`src/rtl/sndbus_pkg.sv`:
```
package sndbus_pkg;
  typedef enum logic [2:0] {
    OP_NONE,
    OP_IMM,
    OP_DWR,
    OP_AWR,
    OP_RDAT,
    OP_RSTA,
    OP_RPRT
  } op_e;

  localparam logic [1:0] SEL_DATA = 2'd0;
  localparam logic [1:0] SEL_STAT = 2'd1;
  localparam logic [1:0] SEL_PORT = 2'd2;

  localparam logic [1:0] CODE_IDLE  = 2'd0;
  localparam logic [1:0] CODE_READ  = 2'd1;
  localparam logic [1:0] CODE_WRITE = 2'd2;
  localparam logic [1:0] CODE_ADDR  = 2'd3;
endpackage

```
`src/rtl/sndbus_cmdreg.sv`:
```
module sndbus_cmdreg #(
  parameter int CW = 4,
  parameter int DW = 8
) (
  input  logic          clk,
  input  logic          rst_n,
  input  logic          wr_en,
  input  logic [DW-1:0] wdata,
  output logic [3:0]    cmd,
  output logic [DW-1:0] readback
);
  logic [CW-1:0] cmd_d, cmd_q;

  always_comb begin
    cmd_d = cmd_q;
    if (wr_en) cmd_d = wdata[CW-1:0];
  end

  always_ff @(posedge clk or negedge rst_n) begin
    if (!rst_n) cmd_q <= '0;
    else        cmd_q <= cmd_d;
  end

  generate
    if (CW < 4) begin : g_pad
      assign cmd = {{(4-CW){1'b0}}, cmd_q};
    end else begin : g_full
      assign cmd = cmd_q[3:0];
    end
  endgenerate

  assign readback = {{(DW-CW){1'b1}}, cmd_q};
endmodule

```
`src/rtl/sndbus_decode.sv`:
```
module sndbus_decode
  import sndbus_pkg::*;
#(
  parameter int DW = 8,
  parameter bit EXT_CMD = 1'b1
) (
  input  logic [3:0]    cmd,
  input  logic [DW-1:0] cmd_rb,
  input  logic          cmd_rd,
  input  logic          dat_wr,
  input  logic          dat_rd,
  output op_e           op,
  output logic [DW-1:0] imm
);
  logic port_sel, stat_sel;

  assign port_sel = EXT_CMD && cmd[3];
  assign stat_sel = EXT_CMD && cmd[2];

  always_comb begin
    op  = OP_NONE;
    imm = '1;
    if (cmd_rd) begin
      op  = OP_IMM;
      imm = cmd_rb;
    end else if (dat_wr) begin
      unique case (cmd[1:0])
        CODE_WRITE: op = OP_DWR;
        CODE_ADDR:  op = OP_AWR;
        default:    op = OP_NONE;
      endcase
    end else if (dat_rd) begin
      if (port_sel)                     op = OP_RPRT;
      else if (stat_sel)                op = OP_RSTA;
      else if (cmd[1:0] == CODE_READ)   op = OP_RDAT;
      else                              op = OP_IMM;
    end
  end
endmodule

```
`src/rtl/sndbus_bridge.sv`:
```
module sndbus_bridge
  import sndbus_pkg::*;
#(
  parameter int DW = 8,
  parameter int AW = 4,
  parameter bit EXT_CMD = 1'b1,
  localparam int CW = EXT_CMD ? 4 : 2
) (
  input  logic          clk,
  input  logic          rst_n,
  input  logic          host_cmd_wr,
  input  logic          host_cmd_rd,
  input  logic          host_dat_wr,
  input  logic          host_dat_rd,
  input  logic [DW-1:0] host_wdata,
  output logic [DW-1:0] host_rdata,
  output logic          host_rvalid,
  output logic          chip_addr_wr,
  output logic          chip_data_wr,
  output logic [DW-1:0] chip_wdata,
  output logic [AW-1:0] chip_addr,
  output logic          chip_rd,
  output logic [1:0]    chip_rsel,
  input  logic [DW-1:0] chip_rdata,
  output logic [DW-1:0] shadow_data
);
  logic [3:0]    cmd_val;
  logic [DW-1:0] cmd_rb;
  op_e           dec_op;
  logic [DW-1:0] dec_imm;

  sndbus_cmdreg #(.CW(CW), .DW(DW)) u_cmd (
    .clk(clk), .rst_n(rst_n), .wr_en(host_cmd_wr), .wdata(host_wdata),
    .cmd(cmd_val), .readback(cmd_rb)
  );

  sndbus_decode #(.DW(DW), .EXT_CMD(EXT_CMD)) u_dec (
    .cmd(cmd_val), .cmd_rb(cmd_rb), .cmd_rd(host_cmd_rd),
    .dat_wr(host_dat_wr), .dat_rd(host_dat_rd), .op(dec_op), .imm(dec_imm)
  );

  // Stage 1: one registered access, drives the chip side
  op_e           s1_op_d, s1_op_q;
  logic [DW-1:0] s1_imm_d, s1_imm_q;
  logic [DW-1:0] s1_wd_d, s1_wd_q;
  logic [AW-1:0] addr_d, addr_q;
  // Stage 2: read result and shadow
  logic [DW-1:0] rdata_d, rdata_q;
  logic          rvalid_d, rvalid_q;
  logic [DW-1:0] shadow_d, shadow_q;
  logic          s1_chip_rd, s1_is_read;

  always_comb begin
    s1_op_d  = dec_op;
    s1_imm_d = dec_imm;
    s1_wd_d  = s1_wd_q;
    addr_d   = addr_q;
    if (dec_op == OP_DWR || dec_op == OP_AWR) s1_wd_d = host_wdata;
    if (dec_op == OP_AWR) addr_d = host_wdata[AW-1:0];
  end

  always_ff @(posedge clk or negedge rst_n) begin
    if (!rst_n) begin
      s1_op_q  <= OP_NONE;
      s1_imm_q <= '0;
      s1_wd_q  <= '0;
      addr_q   <= '0;
    end else begin
      s1_op_q  <= s1_op_d;
      s1_imm_q <= s1_imm_d;
      s1_wd_q  <= s1_wd_d;
      addr_q   <= addr_d;
    end
  end

  assign s1_chip_rd = (s1_op_q == OP_RDAT) || (s1_op_q == OP_RSTA) ||
                      (s1_op_q == OP_RPRT);
  assign s1_is_read = s1_chip_rd || (s1_op_q == OP_IMM);

  always_comb begin
    unique case (s1_op_q)
      OP_RSTA: chip_rsel = SEL_STAT;
      OP_RPRT: chip_rsel = SEL_PORT;
      default: chip_rsel = SEL_DATA;
    endcase
  end

  always_comb begin
    rvalid_d = s1_is_read;
    rdata_d  = rdata_q;
    shadow_d = shadow_q;
    if (s1_is_read) rdata_d = s1_chip_rd ? chip_rdata : s1_imm_q;
    if (s1_op_q == OP_RDAT) shadow_d = chip_rdata;
  end

  always_ff @(posedge clk or negedge rst_n) begin
    if (!rst_n) begin
      rdata_q  <= '0;
      rvalid_q <= 1'b0;
      shadow_q <= '0;
    end else begin
      rdata_q  <= rdata_d;
      rvalid_q <= rvalid_d;
      shadow_q <= shadow_d;
    end
  end

  assign chip_data_wr = (s1_op_q == OP_DWR);
  assign chip_addr_wr = (s1_op_q == OP_AWR);
  assign chip_rd      = s1_chip_rd;
  assign chip_wdata   = s1_wd_q;
  assign chip_addr    = addr_q;
  assign host_rdata   = rdata_q;
  assign host_rvalid  = rvalid_q;
  assign shadow_data  = shadow_q;
endmodule

```
`config.mk`:
```
export PLATFORM = sky130hd
export DESIGN_NAME = sndbus_bridge
export DESIGN_NICKNAME = d
export VERILOG_FILES = /design/src/rtl/sndbus_pkg.sv /design/src/rtl/sndbus_cmdreg.sv /design/src/rtl/sndbus_decode.sv /design/src/rtl/sndbus_bridge.sv
export SDC_FILE = /design/constraint.sdc
export NUM_CORES = 1
export LEC_CHECK = 0
export BUFFER_PORTS_ARGS = -buffer_cell sky130_fd_sc_hd__buf_2
export CAP_MARGIN = 15
export CORE_UTILIZATION = 47
export CTS_CLUSTER_DIAMETER = 100
export DETAILED_ROUTE_END_ITERATION = 10
export HOLD_SLACK_MARGIN = 0.03
export PLACE_DENSITY_LB_ADDON = 0.12
export RECOVER_POWER = 25
export SYNTH_ARGS = -nofsm -noshare
export SYNTH_HDL_FRONTEND = slang
export SYNTH_HIERARCHICAL = 1
export SYNTH_SLANG_ARGS = --single-unit
export TNS_END_PERCENT = 30
```
`constraint.sdc`:
```
create_clock -name clk -period 1.6 [get_ports clk]
set_clock_uncertainty 0.05 [all_clocks]
set_input_delay 0.48 -clock clk [delete_from_list [all_inputs] [get_ports clk]]
set_output_delay 0.48 -clock clk [all_outputs]
set_load 0.05 [all_outputs]
```
Word-level counts from Yosys, hierarchy flattened
Cells that the tools add are included.

Register bits: 44. Bits of input ports: 22. Output and inout bits: 34. Word-level logic and storage cells: 33.

Equality and inequality tests: 11. Multiplexer cells: 10. Reductions and logical operators: 4.

Operators by type and width (number): 2-to-1 mux 3 bit (6); == test 3 x 2 -> 1 bit, second input constant (4); == test 3 bit, second input constant (3); 2-to-1 mux 8 bit (1); one-hot mux 2 bit (2 select lines) (2); == test 2 bit, second input constant (2); logical OR 1 bit (4); 2-to-1 mux 4 bit (1); == test 3 x 1 -> 1 bit, second input constant (1); == test 2 x 1 -> 1 bit, second input constant (1).

Longest topological paths before layout
Gate-level depths: netlist of run 1.

Word-level depth: 9. Depth in mapped cells: 7. Mapped depth without buffers: 5.

Hierarchy
The synthesis of run 1 kept the hierarchy.

Modules (own cells, without submodules): sndbus_bridge (times used 1, cells an instance 120, area each 1662.8 µm², seq. area each 1001.0 µm²); sndbus_cmdreg (times used 1, cells an instance 17, area each 209.0 µm², seq. area each 100.1 µm²); sndbus_decode (times used 1, cells an instance 20, area each 150.1 µm², seq. area each 0.0 µm²).

Worst setup path after synthesis of run 1
Ideal clock, no wire load.

Path type: flip-flop to output port. From: reg s1_op_q[0]. To: out chip_rd. Arrival: 1533 ps. Data required time: 1070 ps. Path slack: -463 ps. Cell stages (with the launch flop): 4. Path buffers: 2. Cell sequence: dfrtp_1 -> buf_2 -> buf_4 -> a21oi_1.

Word-level cells in the longest chain between the ends: 3. Elaborated cells between the ends (all ways): 5. Classes of those cells: eq/ne: 3; reduce/logical: 2.

Ends and longest elaborated chain: start, declared (line sndbus_bridge.sv:43) `op_e s1_op_d, s1_op_q;`; start signal, assigned (line sndbus_bridge.sv:69) `s1_op_q <= s1_op_d;`; == test 3 bit (line sndbus_bridge.sv:76) `assign s1_chip_rd = (s1_op_q == OP_RDAT) || (s1_op_q == OP_RSTA) ||`; logical OR 1 bit (line sndbus_bridge.sv:76); logical OR 1 bit (*) (line sndbus_bridge.sv:76); end, declared (line sndbus_bridge.sv:22) `output logic chip_rd,`.

Every way passes the cells marked *; elsewhere a longest branch is shown, timed or not.

Final worst setup path of run 1
From: reg s1_op_q[1]. To: out chip_rsel[0].

Word-level cells in the longest chain between the ends: 2. Elaborated cells between the ends (all ways): 3. Classes of those cells: eq/ne: 2; mux: 1.

Ends and longest elaborated chain: == test 3 bit (line sndbus_bridge.sv:81) `unique case (s1_op_q)`; one-hot mux 2 bit (2 select lines) (*) (line sndbus_bridge.sv:81); end, declared (line sndbus_bridge.sv:23) `output logic [1:0] chip_rsel,`.

Marks and branches as above.

==> results of run 1 <==
[layout by cell type (no fill, tap or decap), types with 2 or more instances in the layout]
master / count
nor2b_4: 2
buf_8: 5
buf_4: 22
conb_1: 4
mux2_4: 6
nor2_4: 2
o31ai_1: 8
or2b_1: 8
clkinv_2: 2
nand2_1: 2
and3_4: 2
buf_2: 49
nand2b_1: 9
clkbuf_8: 6
dfrtp_1: 41
mux2_2: 26
buf_6: 4
a21oi_1: 9
o22ai_1: 8
dfrtp_2: 3
[logic make-up (layout without fill, tap and decap cells)]
| logic type | Yosys count | count (layout) | share of synthesized area |
|---|---|---|---|
| compound gates | 28 | 28 | 0.0922 |
| flops | 44 | 44 | 0.545 |
| other cells | 1 | 4 | 0.00185 |
| buf+inv | 19 | 92 | 0.0644 |
| simple gates | 32 | 32 | 0.114 |
| mux | 33 | 33 | 0.183 |
[routing by layer]
metal  track usage  part of all wire
met1         0.240              0.40
met5             0                 0
met4        0.0638             0.012
met3        0.0608             0.048
met2         0.375              0.54
[worst max-delay path: cells and delay by family, from the launching register on]
kind          cells  cell delay, ns
simple gates      2            0.27
flops             1            0.47
buf+inv           1            0.15
[worst min-delay path by stage]
| stage | start | end | slack (ns) |
|---|---|---|---|
| floorplan | rst_n | chip_addr[0] | 0.13 |
| global placement | rst_n | shadow_data[7] | 0.38 |
| detailed placement | rst_n | shadow_data[1] | 0.40 |
| CTS | rst_n | shadow_data[7] | 0.07 |
| global route | rst_n | chip_wdata[7] | 0.32 |
| finish | rst_n | shadow_data[7] | 0.25 |
[power by group]
group          total (mW)  internal [mW]  leakage [nW]  switching, mW
clock               0.717          0.345        0.0510          0.372
combinational        1.57          0.510         0.704           1.06
sequential           1.48           1.34         0.497          0.138
total                3.77           2.20          1.25           1.57
[state kept, by name (all words and copies together) (netlist names)]
signal	flops
chip_wdata	8
s1_op_q	3
chip_addr	4
s1_imm_q	8
host_rvalid	1
host_rdata	8
u_cmd/cmd	4
shadow_data	8
[cell type report]
cell class / count / share of cell area
Sequential cell: 44 / 0.405
Tap cell: 50 / 0.0229
Timing Repair Buffer: 82 / 0.199
Multi-Input combinational cell: 97 / 0.336
Inverter: 2 / 0.00367
Clock inverter: 2 / 0.00367
Clock buffer: 6 / 0.0303
[timing repair]
action                     in CTS  in global routing
gates resized for setup        17                 21
gates cloned                    0                  1
hold endpoints to repair        0                  0
setup buffers                   5                  4
pin swaps                       2                  1
setup endpoints to repair      17                 20
==> run_results.csv, run 1 <==
group,metric,value,unit
finish,area_growth,34.9,%
cts,htreeDepth,2,
worst_setup_path,required,1.07,ns
timing,fmax,582,MHz
cts,root_buffer,"clkbuf_8",
finish,insertedDiodeCount,0,
placed_design,post-place-ws,-0.222,ns
cts,cts.sinks,44,
worst_setup_path,crit_start,"s1_op_q[1]",
timing,final_max_slew_viol_count,0,
yosys,ys.warnings.count,6,
power_and_ir_drop,power,3.77,mW
global_route,grt_pass1_wl,6840,µm
worst_setup_path,start_kind,"register",
yosys,ys_async_sr_fraction,1.00,
placed_design,dpl.cell_count,266,
detailed_routing,vias,1441,
placed_design,portBuffers,55,
yosys,yosysSeqAreaShare,0.545,
cts,cts_hold_buffers,0,
timing,worst_slack,-0.117,ns
worst_setup_path,endpoint,"chip_rsel[0]",
timing,timing.final.hold_violations,0,
timing,setup_viol,13,
cts,clk-insertion-delay-late,0.30,ns
die,io_pins,56,
detailed_routing,drt_first_iter_violations,77,
timing,holdWs,0.247,ns
worst_setup_path,r2r_slack,-0.02,ns
cts,clk_pin_slew,0.08,ns
yosys,syn_avg_cell_area,12.9,µm²
cts,cts.path.max_buffers,2,
yosys,syn_area,2020,µm²
die,fp.dieH,67.6,µm
finish,multi_input_area,916,µm²
finish,stdcell_area,2730,µm²
timing,finalCritPeriodShare,1.07,
yosys,synthFlopType,"dfrtp_1",
cts,cts-buffers-inserted,5,
worst_setup_path,crit_arrival,1.19,ns
worst_setup_path,crit_chain,"nand2b_4 -> nor2_4 -> buf_8",
detailed_routing,ant_nets,0,
global_route,grt_remaining_overflow,0,
worst_setup_path,r2r-start,"u_cmd/cmd[0]",
die,initial_core_util,0.498,
die,die_w,67.6,µm
finish,nFillCells,314,
flow_run,cap_violations,0,
yosys,synth.most_common_cell,"dfrtp_1",
yosys,ys_ff_latch,44,
worst_setup_path,cp_max_fo,7,
timing,relSlewSlack,0.374,
detailed_routing,viasPerCell,5.09,
worst_setup_path,crit_type,"reg2out",
run_status,failed_checks,"setup timing",
global_route,track_usage,0.210,
detailed_routing,wl_per_cell,15.7,µm
die,fp-row-count,23,
power_and_ir_drop,powerDensity,1380,nW/µm²
yosys,postSynthCellCount,157,
worst_setup_path,worst_path_max_delay_cell,"dfrtp_2",
yosys,synth_cell_type_count,28,
finish,nets,254,
detailed_routing,drc,0,
min_path,min_path_type,"in2async",
yosys,synth_top_area_frac,0.545,
placed_design,gp_congestion,0.802,
detailed_routing,detail_route.first_pass.iterations,4,
finish,register_area,1100,µm²
die,core_area,4060,µm²
power_and_ir_drop,vdd_ir_drop_max,0.983,mV
timing,period_needed,1.72,ns
placed_design,placed_area,2450,µm²
detailed_routing,totalWireLength,4430,µm
die,dieArea,4570,µm²
power_and_ir_drop,p_leak,1.25,nW
timing,worst_slew_pin_slew,0.940,ns
yosys,synthTopCellsByCount,"44 x dfrtp_1, 32 x mux2_2, 11 x buf_4",
cts,cts_tree,"done",
finish,final_cells,283,
timing,setup_tns,-0.587,ns
placed_design,hpwlAfterDp,3110,µm
yosys,synthTopCellsByArea,"dfrtp_1 54%, mux2_2 18%, buf_4 4.1%",
worst_setup_path,max_stage_delay,0.47,ns
global_route,grt_max_degree,28,
run_status,outcome,"complete, but fails checks",
yosys,synth.largest_area_cell,"dfrtp_1",
global_route,antenna_found_initial,0,
timing,rsz0062_at_grt,"yes",
worst_setup_path,r2r-end,"chip_addr[0]",
worst_setup_path,cp-end-kind,"output pin",
finish,post-route-util,0.672,
global_route,grt_pass1_vias,1427,
worst_setup_path,ff2ff_path_depth,6,
finish,drive_gt1_frac,0.605,
yosys,synth_edf_count,0,
Note: power is estimated with default switching activity, not from simulation.
==> run 2: changes to the inputs <==
==> constraint.sdc (replaced) <==
create_clock -name clk -period 1.5 [get_ports clk]
set_clock_uncertainty 0.05 [all_clocks]
set_input_delay 0.45 -clock clk [delete_from_list [all_inputs] [get_ports clk]]
set_output_delay 0.45 -clock clk [all_outputs]
set_load 0.05 [all_outputs]
==> run 2 against run 1 <==
Net effect:
- core utilization rose by 0.093 points
- highest routed layer unchanged
- setup slack worse by 0.060 ns
- sequential power grew 6%
- sequential share of layout area is 0.056 points lower
- design area increased by 0.14%
- largest cell class unchanged
- combinational power is 5% higher
- register-to-register slack worse by 0.13 ns
- largest power group unchanged
- the flow still finishes with violations (setup timing)
- hold slack improved by 0.089 ns
- final cell count fell by 0.35%
- non-clock buffer count is 1 lower
- via count grew 2.4%
- die area is the same
==> run_results.csv, run 2 (same netlist as run 1, synthesis figures left out) <==
group,metric,value,unit
die,io_pins,56,
finish,insertedDiodeCount,0,
finish,nFillCells,298,
run_status,failed_checks,"setup timing",
die,initial_core_util,0.498,
detailed_routing,drt_first_iter_violations,62,
timing,fmax,596,MHz
detailed_routing,vias,1475,
placed_design,post-place-ws,-0.329,ns
global_route,grt_max_degree,21,
timing,worst_slack,-0.177,ns
cts,clk_pin_slew,0.08,ns
finish,area_growth,35.1,%
detailed_routing,ant_nets,0,
timing,rsz0062_at_grt,"yes",
die,fp-row-count,23,
power_and_ir_drop,switching_share,0.406,
global_route,antenna_found_initial,0,
worst_setup_path,cp_max_fo,7,
finish,drive_gt1_frac,0.603,
timing,setup_viol,24,
power_and_ir_drop,vdd_ir_drop_max,1.35,mV
power_and_ir_drop,power,4.11,mW
worst_setup_path,start_kind,"register",
die,dieArea,4570,µm²
timing,period_needed,1.68,ns
placed_design,placed_area,2470,µm²
placed_design,hpwlAfterDp,3250,µm
finish,final_cells,282,
detailed_routing,totalWireLength,4300,µm
placed_design,dpl.cell_count,268,
cts,cts.sinks,44,
global_route,grt_pass1_vias,1507,
power_and_ir_drop,p_int,2.44,mW
timing,timing.final.hold_violations,0,
timing,final_max_slew_viol_count,0,
finish,nets,253,
die,die_w,67.6,µm
cts,clk-insertion-delay-late,0.29,ns
placed_design,portBuffers,55,
cts,root_buffer,"clkbuf_8",
detailed_routing,wl_per_cell,15.2,µm
power_and_ir_drop,pwr-share-clk,0.217,
power_and_ir_drop,p_leak,1.23,nW
detailed_routing,drc,0,
cts,cts.path.max_buffers,2,
power_and_ir_drop,comb_power_share,0.400,
min_path,min_path_type,"in2reg",
cts,cts_tree,"done",
worst_setup_path,crit_type,"reg2out",
finish,register_area,1100,µm²
finish,layout_common_cells,"49 x buf_2, 41 x dfrtp_1, 30 x mux2_2",
die,core_area,4060,µm²
cts,cts-buffers-inserted,5,
die,fp.dieH,67.6,µm
run_status,outcome,"complete, but fails checks",
global_route,track_usage,0.207,
finish,final_common_cell,"buf_2",
flow_run,cap_violations,0,
finish,stdcell_area,2730,µm²
worst_setup_path,crit_arrival,1.18,ns
finish,multi_input_area,890,µm²
power_and_ir_drop,powerDensity,1510,nW/µm²
placed_design,gp_congestion,0.754,
global_route,grt_pass1_wl,6820,µm
power_and_ir_drop,switchingPower,1.67,mW
power_and_ir_drop,p_seq_frac,0.383,
timing,holdWs,0.336,ns
detailed_routing,detail_route.first_pass.iterations,4,
detailed_routing,viasPerCell,5.23,
worst_setup_path,cp-end-kind,"output pin",
cts,htreeDepth,2,
timing,finalCritPeriodShare,1.12,
worst_setup_path,required,1.00,ns
global_route,grt_remaining_overflow,0,
==> run 2: cell types whose count changed in the layout (fill, tap and decap cells not counted), sizes merged <==
cell,before,now
dlygate4sd3,0,1
clkbuf,8,6
clkinv,2,1
buf,80,79
clkinvlp,0,1
bufinv,0,1
==> run 2: final timing paths <==
path | slack, ns | start | endpoint | cells past startpoint
worst max-delay path | -0.18 | s1_op_q[1] | chip_rsel[0] | 3
worst max register to register | -0.15 | u_cmd/cmd[0] | chip_addr[2] | 6
worst min register to register | 0.46 | chip_wdata[0] | chip_wdata[0] | 1
max in group asynchronous | 0.38 | rst_n | chip_wdata[3] | 3
worst min-delay path | 0.34 | host_wdata[5] | chip_wdata[5] | 2
min in group asynchronous | 0.55 | rst_n | shadow_data[0] | 2
==> run 2: cell type report <==
type,instances,area share
Sequential cell,44,0.404
Timing Repair Buffer,81,0.202
Inverter,2,0.00366
Tap cell,50,0.0229
Clock buffer,5,0.0252
Multi-Input combinational cell,97,0.326
Clock inverter,3,0.0156
==> run 2: per-stage QoR <==
stage,setup TNS [ns],utilization
2_1_floorplan,-1.20,-
3_3_place_gp,-3.28,0.608
3_5_place_dp,-3.69,0.608
4_1_cts,-3.45,0.658
5_1_grt,-3.82,0.673
6_report,-2.57,0.673
==> run 2: power groups by stage <==
| stage | Combinational, mW | Clock, mW | Sequential (mW) |
|---|---|---|---|
| 3_5_place_dp | 1.60 | 0 | 1.60 |
| 6_report | 1.65 | 0.892 | 1.57 |
| 5_1_grt | 1.73 | 0.964 | 1.61 |
| 3_3_place_gp | 1.56 | 0 | 1.58 |
| 2_1_floorplan | 0.441 | 0 | 2.35 |
| 4_1_cts | 1.63 | 0.911 | 1.58 |
==> run 2: timing repair <==
action / CTS / global route
pin swaps: 3 / 0
cloned: 0 / 1
endpoints found under the setup margin: 18 / 31
setup buffers: 2 / 2
hold buffers: 1 / 0
gates resized for setup: 20 / 10
hold endpoints to repair: 12 / 0
==> run 2: worst max-delay path, cell delays in order (launching register included) <==
cell and delay (ns):
dfrtp_2 0.46, nand2b_4 0.17, nor2_4 0.10, buf_8 0.15
==> run 2: per-layer routing <==
metal	up-vias	part of all wire	GRT usage
met2	45	0.54	0.382
met3	7	0.050	0.0524
li1	691	-	-
met1	732	0.39	0.222
met5	-	0	0
met4	0	0.014	0.0824
==> run 3: changes to the inputs <==
--- a/config.mk
+++ b/config.mk
@@ -12,7 +12,7 @@
 export DETAILED_ROUTE_END_ITERATION = 10
 export HOLD_SLACK_MARGIN = 0.03
 export PLACE_DENSITY_LB_ADDON = 0.12
-export RECOVER_POWER = 25
+export RECOVER_POWER = 50
 export SYNTH_ARGS = -nofsm -noshare
 export SYNTH_HDL_FRONTEND = slang
 export SYNTH_HIERARCHICAL = 1
==> constraint.sdc (replaced) <==
create_clock -name clk -period 1.5 [get_ports clk]
set_clock_uncertainty 0.05 [all_clocks]
set_input_delay 0.15 -clock clk [delete_from_list [all_inputs] [get_ports clk]]
set_output_delay 0.15 -clock clk [all_outputs]
set_load 0.05 [all_outputs]
==> run 3 against run 2 <==
Net effect:
- the flow still finishes with violations (setup timing)
- sequential share of layout area grew 1.9 points
- combinational power is 4% lower
- design area shrank 4.8%
==> run_results.csv, run 3 (same netlist as run 1, synthesis figures left out) <==
group,metric,value,unit
run_status,outcome,"complete, but fails checks",
run_status,failed_checks,"setup timing",
min_path,min_path_type,"in2reg",
cts,htreeDepth,2,
power_and_ir_drop,powerDensity,1590,nW/µm²
die,io_pins,56,
detailed_routing,viasPerCell,5.32,
worst_setup_path,required,1.63,ns
placed_design,gp_congestion,0.810,
cts,cts_tree,"done",
worst_setup_path,cp-end-kind,"register",
die,core_area,4060,µm²
cts,post-cts-setup-buffer-count,0,
detailed_routing,drt_first_iter_violations,72,
detailed_routing,ant_nets,0,
worst_setup_path,crit_arrival,1.78,ns
power_and_ir_drop,p_leak,1.18,nW
die,fp.dieH,67.6,µm
finish,final_common_cell,"buf_2",
timing,worst_slack,-0.150,ns
timing,finalCritPeriodShare,1.10,
cts,clk-insertion-delay-late,0.29,ns
timing,timing.final.hold_violations,0,
cts,cts.path.max_buffers,2,
detailed_routing,totalWireLength,4290,µm
cts,clk_pin_slew,0.08,ns
global_route,grt_remaining_overflow,0,
flow_run,cap_violations,0,
global_route,track_usage,0.212,
global_route,grt_pass1_wl,6870,µm
timing,final_max_slew_viol_count,0,
timing,setup_tns,-1.73,ns
worst_setup_path,cp_max_fo,5,
die,initial_core_util,0.498,
cts,cts.sinks,44,
timing,period_needed,1.65,ns
finish,drive_gt1_frac,0.533,
timing,rsz0062_at_grt,"yes",
die,dieArea,4570,µm²
detailed_routing,wl_per_cell,15.6,µm
min_path,min-delay-start,"chip_rdata[2]",
timing,fmax,606,MHz
worst_setup_path,start_kind,"register",
cts,root_buffer,"clkbuf_8",
min_path,hold_depth,2,
detailed_routing,drc,0,
global_route,grt_pass1_vias,1489,
finish,stdcell_area,2600,µm²
timing,setup_viol,15,
power_and_ir_drop,vdd_ir_drop_max,0.955,mV
detailed_routing,detail_route.first_pass.iterations,4,
global_route,grt_max_degree,26,
finish,nets,246,
placed_design,portBuffers,55,
global_route,antenna_found_initial,0,
worst_setup_path,r2r-start,"u_cmd/cmd[0]",
worst_setup_path,crit_start,"u_cmd/cmd[0]",
die,die_w,67.6,µm
placed_design,hpwlAfterDp,3040,µm
worst_setup_path,ff2ff_path_depth,6,
placed_design,placed_area,2370,µm²
finish,layout_common_cells,"49 x buf_2, 44 x dfrtp_1, 32 x mux2_2",
finish,area_growth,28.6,%
detailed_routing,vias,1462,
finish,insertedDiodeCount,0,
finish,post-route-util,0.641,
die,fp-row-count,23,
worst_setup_path,crit_type,"reg2reg",
cts,cts-buffers-inserted,5,
## run 3: cell count changes in the layout (fill, tap and decap cells not counted), moves of 3 or more
cell	delta
buf_4	-6
buf_6	-4
buf_8	-3
dfrtp_1	+3
dfrtp_2	-3
dlygate4sd3_1	+4
## run 3: layer usage
layer,vias up,track usage,part of all wire,wire length (µm)
met5,-,0,0,0
met4,0,0.120,0.024,104
met3,13,0.0456,0.052,225
met2,50,0.366,0.51,2180
met1,725,0.239,0.42,1790
li1,674,-,-,-
## run 3: metrics by stage
step	power [mW]	std cells	hold WS (ns)	worst slack [ns]
finish	4.13	275	0.0633	-0.150
global route	4.33	275	0.0576	-0.208
CTS	4.16	275	0.0570	-0.164
detailed placement	3.16	261	0.0790	-0.174
global placement	3.11	261	0.0635	-0.145
floorplan	2.77	160	-0.196	-0.126
## run 3: path summary, 6_finish.rpt
kind / to / slack (ns)
hold reg to reg: chip_wdata[5] / 0.46
hold / removal: shadow_data[2] / 0.06
max in group asynchronous: u_cmd/cmd[1] / 0.34
setup / recovery: chip_addr[2] / -0.15
setup reg to reg: chip_addr[2] / -0.15
min in group asynchronous: shadow_data[0] / 0.29
## run 3: final cells by class
type | instances | area, µm²
inverters | 2 | 10.0
flip-flops and latches | 44 | 1100
clock inverters | 1 | 30.0
repair buffers | 74 | 454
fillers | 316 | 1460
clock buffers | 7 | 96.3
multi-input cells | 97 | 846
well taps | 50 | 62.6
## run 3: where the power goes
part	switching, mW	internal (mW)
Clock	0.389	0.587
Combinational	1.11	0.476
Sequential	0.139	1.43
Total	1.64	2.49
## run 3: worst max-delay path: stages (launching register included)
cell     delay [ns]
dfrtp_1        0.38
nor2b_1        0.13
o311a_2        0.36
nor2b_4        0.14
buf_6          0.13
nand2_4        0.06
mux2_2         0.28
## run 3: what timing repair did
action / 4_1_cts / 5_1_grt
resized for setup: 15 / 7
cloned: 1 / 0
hold buffers: 5 / 0
endpoints found under the setup margin: 17 / 16
endpoints found under the hold margin: 23 / 0
